--- config.mk ---
export PLATFORM = sky130hd
export DESIGN_NAME = vpo_phase_select
export DESIGN_NICKNAME = d
export VERILOG_FILES = /design/src/rtl/vpo_pkg.sv /design/src/rtl/vpo_index_enc.sv /design/src/rtl/vpo_pair_mux.sv /design/src/rtl/vpo_field_reg.sv /design/src/rtl/vpo_phase_select.sv
export SDC_FILE = /design/constraint.sdc
export NUM_CORES = 1
export LEC_CHECK = 0
export BUFFER_PORTS_ARGS = -buffer_cell sky130_fd_sc_hd__buf_2
export CORE_MARGIN = 1.5
export CORE_UTILIZATION = 35
export DETAILED_ROUTE_END_ITERATION = 8
export MAX_ROUTING_LAYER = met4
export PLACE_DENSITY = 0.76
export SYNTH_ARGS = -nofsm -noshare
export SYNTH_HDL_FRONTEND = slang
export SYNTH_SLANG_ARGS = --single-unit
--- constraint.sdc ---
create_clock -name clk_i -period 1.14 [get_ports clk_i]
set_input_delay 0.114 -clock clk_i [delete_from_list [all_inputs] [get_ports clk_i]]
set_output_delay 0.114 -clock clk_i [all_outputs]
set_load 0.02 [all_outputs]
--- src/rtl/vpo_pkg.sv ---
package vpo_pkg;
  localparam int unsigned N_PAIR = 4;
  localparam int unsigned IDX_W  = $clog2(N_PAIR);

  typedef enum logic {
    FID_FROM_INPUT = 1'b0,
    FID_FROM_TASK  = 1'b1
  } fid_src_e;
endpackage

--- src/rtl/vpo_index_enc.sv ---
module vpo_index_enc
  import vpo_pkg::*;
(
  input  logic             in_fid_i,
  input  logic             task_bit_i,
  output logic [IDX_W-1:0] idx_o
);
  // parity is the high bit, task the low bit
  assign idx_o = {in_fid_i, task_bit_i};
endmodule

--- src/rtl/vpo_pair_mux.sv ---
module vpo_pair_mux
  import vpo_pkg::*;
#(
  parameter int unsigned PH_W = 8
) (
  input  logic [N_PAIR*PH_W-1:0] luma_bus_i,
  input  logic [N_PAIR*PH_W-1:0] chroma_bus_i,
  input  logic [IDX_W-1:0]       idx_i,
  output logic [PH_W-1:0]        luma_o,
  output logic [PH_W-1:0]        chroma_o
);
  logic [PH_W-1:0] luma_arr   [N_PAIR];
  logic [PH_W-1:0] chroma_arr [N_PAIR];

  for (genvar k = 0; k < N_PAIR; k++) begin : g_unpack
    assign luma_arr[k]   = luma_bus_i[k*PH_W +: PH_W];
    assign chroma_arr[k] = chroma_bus_i[k*PH_W +: PH_W];
  end

  always_comb begin
    luma_o   = '0;
    chroma_o = '0;
    for (int k = 0; k < N_PAIR; k++) begin
      if (idx_i == IDX_W'(k)) begin
        luma_o   = luma_arr[k];
        chroma_o = chroma_arr[k];
      end
    end
  end
endmodule

--- src/rtl/vpo_field_reg.sv ---
module vpo_field_reg #(
  parameter int unsigned PH_W = 8
) (
  input  logic            clk_i,
  input  logic            rst_ni,
  input  logic            load_i,
  input  logic [PH_W-1:0] luma_d_i,
  input  logic [PH_W-1:0] chroma_d_i,
  input  logic            fid_d_i,
  output logic [PH_W-1:0] luma_q_o,
  output logic [PH_W-1:0] chroma_q_o,
  output logic            fid_q_o
);
  always_ff @(posedge clk_i or negedge rst_ni) begin
    if (!rst_ni) begin
      luma_q_o   <= '0;
      chroma_q_o <= '0;
      fid_q_o    <= 1'b0;
    end else if (load_i) begin
      luma_q_o   <= luma_d_i;
      chroma_q_o <= chroma_d_i;
      fid_q_o    <= fid_d_i;
    end
  end

  a_r6_hold_between_strobes: assert property (@(posedge clk_i) disable iff (!rst_ni)
    !load_i |=> $stable(luma_q_o) && $stable(chroma_q_o) && $stable(fid_q_o));
endmodule

--- src/rtl/vpo_phase_select.sv ---
module vpo_phase_select
  import vpo_pkg::*;
#(
  parameter int unsigned PH_W = 8
) (
  input  logic                   clk_i,
  input  logic                   rst_ni,
  input  logic                   field_start_i,
  input  logic                   in_fid_i,
  input  logic                   task_bit_i,
  input  logic                   fid_src_i,
  input  logic [N_PAIR*PH_W-1:0] luma_ofs_i,
  input  logic [N_PAIR*PH_W-1:0] chroma_ofs_i,
  output logic [PH_W-1:0]        luma_phase_o,
  output logic [PH_W-1:0]        chroma_phase_o,
  output logic                   out_fid_o
);
  logic [IDX_W-1:0] idx;
  logic [PH_W-1:0]  luma_sel;
  logic [PH_W-1:0]  chroma_sel;
  logic             fid_sel;
  fid_src_e         src;

  assign src = fid_src_e'(fid_src_i);

  vpo_index_enc u_idx (
    .in_fid_i   (in_fid_i),
    .task_bit_i (task_bit_i),
    .idx_o      (idx)
  );

  vpo_pair_mux #(.PH_W(PH_W)) u_mux (
    .luma_bus_i   (luma_ofs_i),
    .chroma_bus_i (chroma_ofs_i),
    .idx_i        (idx),
    .luma_o       (luma_sel),
    .chroma_o     (chroma_sel)
  );

  always_comb begin
    unique case (src)
      FID_FROM_TASK:  fid_sel = task_bit_i;
      default:        fid_sel = in_fid_i;
    endcase
  end

  vpo_field_reg #(.PH_W(PH_W)) u_reg (
    .clk_i      (clk_i),
    .rst_ni     (rst_ni),
    .load_i     (field_start_i),
    .luma_d_i   (luma_sel),
    .chroma_d_i (chroma_sel),
    .fid_d_i    (fid_sel),
    .luma_q_o   (luma_phase_o),
    .chroma_q_o (chroma_phase_o),
    .fid_q_o    (out_fid_o)
  );

  // both outputs come from the pair picked by parity and task bit
  a_r2_luma_pick: assert property (@(posedge clk_i) disable iff (!rst_ni)
    field_start_i |=> luma_phase_o ==
      $past(luma_ofs_i[{in_fid_i, task_bit_i}*PH_W +: PH_W]));
  a_r3_chroma_pick: assert property (@(posedge clk_i) disable iff (!rst_ni)
    field_start_i |=> chroma_phase_o ==
      $past(chroma_ofs_i[{in_fid_i, task_bit_i}*PH_W +: PH_W]));
  a_r4_fid_from_input: assert property (@(posedge clk_i) disable iff (!rst_ni)
    field_start_i && !fid_src_i |=> out_fid_o == $past(in_fid_i));
  a_r5_fid_from_task: assert property (@(posedge clk_i) disable iff (!rst_ni)
    field_start_i && fid_src_i |=> out_fid_o == $past(task_bit_i));
endmodule

==> results_dict.tcl <==
set metrics [dict create \
    status "finished clean" \
    dieArea_um2 3730 \
    fmax_mhz 1010 \
    synth.avg_cell_area_um2 12.2 \
    cts_buffer_depth 2 \
    max-vdd-ir-drop_mv 0.407 \
    grt_start_max_net_pins 18 \
    multiInputGateArea_um2 631 \
    h-tree-depth 1 \
    ys_warn_count 0 \
    cp_slowest_stage_delay_ns 0.41 \
    finalInstanceArea_um2 1660 \
    netSwitchingPower_w 0.000536 \
    critPathTopFamily "flip-flops" \
    drt_iter0_markers 44 \
    switching_share 0.324 \
    tns_ns 0 \
    internal-power_w 0.00112 \
    synth_fp_nets 167 \
    fin_worst_skew_ns 0 \
    ys_seq_area_frac 0.361 \
    port_buffers 86 \
    layout-drive-gt1-share 0.636 \
    crit_arrival_ns 0.87 \
    leakage_nw 0.860 \
    powerDensity_nw_per_um2 994 \
    die_w_um 61.1 \
    power_frac_comb 0.367 \
    via_per_inst 4.91 \
    rsz0062_at_grt "false" \
    vias 1120 \
    antenna_found_initial 0 \
    tritoncts "yes" \
    clkTransAtPathRegs_ns 0.11 \
    drt-pass1-iter-count 4 \
    dpl.hpwl_mm 2.36 \
    fp.dieH_um 61.1 \
    start_util 0.377 \
    fin_crit_sh 0.866 \
    grt_pass1_wl_mm 4.58 \
    wirelength_mm 2.91 \
    synth_cell_type_count 15 \
    post-route-min-period_ns 0.987 \
    overflow 0 \
    placedInstanceArea_um2 1630 \
    grt_pass1_vias 1118 \
    ys_ff_latch 17 \
    areaGrowthSynthToFinish_pct 41.0 \
    finalMaxSlewViolations 0 \
    syn-cell-area_um2 1180 \
    syn_inst 97 \
    diodes 0 \
    root_buffer "clkbuf_4" \
    drv_cap 0 \
    relSlewSlack 0.750 \
    clkSinkCount 17 \
    clock_power_share 0.199 \
    cts_resized 0 \
    num-fill-cells 298 \
    grt_use_total 0.171 \
    seqCellArea_um2 425 \
    crit_buf_inv 1 \
    coreArea_um2 3130 \
    slowest_stage "dfrtp_1" \
    io_pins 87 \
    path_class "reg -> out" \
    crit_chain "buf_2" \
    fin_total_pwr_w 0.00165 \
    tightest_slew_ns 0.375 \
    hold_violations 0 \
    row_count 20 \
    routedWlPerCell_um 12.8 \
    drcViolationCount 0 \
    nets 255 \
    insertion_delay_ns 0.30 \
    finalHoldWorstSlack_ns 0.121 \
    crit_fanout 2 \
    start_kind "flip-flop" \
    hp-class "in -> reg" \
    gp_congestion 0.761 \
    seqPwrFrac 0.434 \
    crit_path_end_kind "output pin" \
    cp_data_required_time_ns 1.03 \
    numCtsBuffers 3 \
    setup_violations 0 \
    ant_nets 0 \
]
[repair_timing]
action,4_1_cts,5_1_grt
setup buffers,0,0
hold endpoints to repair,17,0
hold buffers,1,0
[logic make-up (layout without fill, tap and decap cells)]
logic type / count (synthesis) / in the layout / synth area share
buf+inv: 12 / 99 / 0.105
compound gates: 33 / 33 / 0.185
simple gates: 2 / 2 / 0.0148
flops: 17 / 17 / 0.361
mux: 33 / 33 / 0.335
[final cells by class]
class	instances	share of cell area
sequential	17	0.256
tap	44	0.0331
clock inverter	1	0.00301
timing repair buffer	95	0.316
multi-input combinational	68	0.379
clock buffer	3	0.0135
[metal layers]
layer  up-vias  global-route usage  wire length (µm)
met5         -                   -                 0
met4         0              0.0807                47
met3         6              0.0168               223
met2        50               0.304              1400
met1       509               0.192              1240
li1        555                   -                 -
[per-stage QoR]
stage / cells / utilization / setup WS, ns
CTS: 228 / 0.532 / 0.150
finish: 228 / 0.532 / 0.153
global placement: 223 / 0.520 / 0.00394
detailed placement: 223 / 0.520 / -0.0328
global route: 228 / 0.532 / 0.123
floorplan: 97 / - / 0.199
[tightest hold or removal path, delay by kind of cell]
kind | cells | cell delay (ns)
mux | 1 | 0.05
compound gates | 1 | 0.15
buf+inv | 1 | 0.07
[placed cells by master (no fill, tap or decap)]
cell type / n
buf_2: 86
mux2i_1: 17
dfrtp_1: 17
a31oi_1: 16
o22ai_1: 14
mux2_4: 12
buf_4: 6
mux2_2: 4
clkbuf_4: 3
o22ai_2: 2
buf_12: 2
nand2b_4: 1
nor2_1: 1
a21oi_1: 1
clkinv_2: 1
dlygate4sd3_1: 1
[synthesized netlist by cell type]
| master | number | area (µm²) |
|---|---|---|
| a31oi_1 | 16 | 100 |
| buf_12 | 3 | 60.1 |
| mux2i_1 | 17 | 170 |
| nor2_1 | 1 | 3.75 |
| a21oi_1 | 1 | 5.00 |
| o22ai_2 | 2 | 25.0 |
| nand2b_4 | 1 | 13.8 |
| mux2_2 | 4 | 45.0 |
| dfrtp_1 | 17 | 425 |
| mux2_4 | 12 | 180 |
| buf_4 | 1 | 7.51 |
| o22ai_1 | 14 | 87.6 |
| buf_6 | 3 | 33.8 |
| buf_2 | 3 | 15.0 |
| clkbuf_1 | 2 | 7.51 |
[state kept, by name, indices dropped and copies added, names as in the netlist]
signal and count:
u_reg.luma_q_o 8, u_reg.fid_q_o 1, u_reg.chroma_q_o 8
[final timing paths]
path | start | endpoint | slack (ns) | depth (start not counted)
max | u_reg.chroma_q_o[5] | chroma_phase_o[5] | 0.15 | 1
min | chroma_ofs_i[19] | u_reg.chroma_q_o[3] | 0.12 | 3
max reg2reg | u_reg.chroma_q_o[5] | u_reg.chroma_q_o[5] | 0.40 | 2
min reg2reg | u_reg.fid_q_o | u_reg.fid_q_o | 0.54 | 2
max in group asynchronous | rst_ni | u_reg.luma_q_o[2] | 0.60 | 2
min in group asynchronous | rst_ni | u_reg.luma_q_o[5] | 0.25 | 2
[power by group through the flow]
stage / combinational [W] / clock [W] / sequential, W
2_1_floorplan: 0.000284 / 0 / 0.000824
3_3_place_gp: 0.000606 / 0 / 0.000727
4_1_cts: 0.000616 / 0.000350 / 0.000717
6_report: 0.000607 / 0.000329 / 0.000717
5_1_grt: 0.000664 / 0.000369 / 0.000728
3_5_place_dp: 0.000613 / 0 / 0.000728
(Power assumes the default switching activity.)
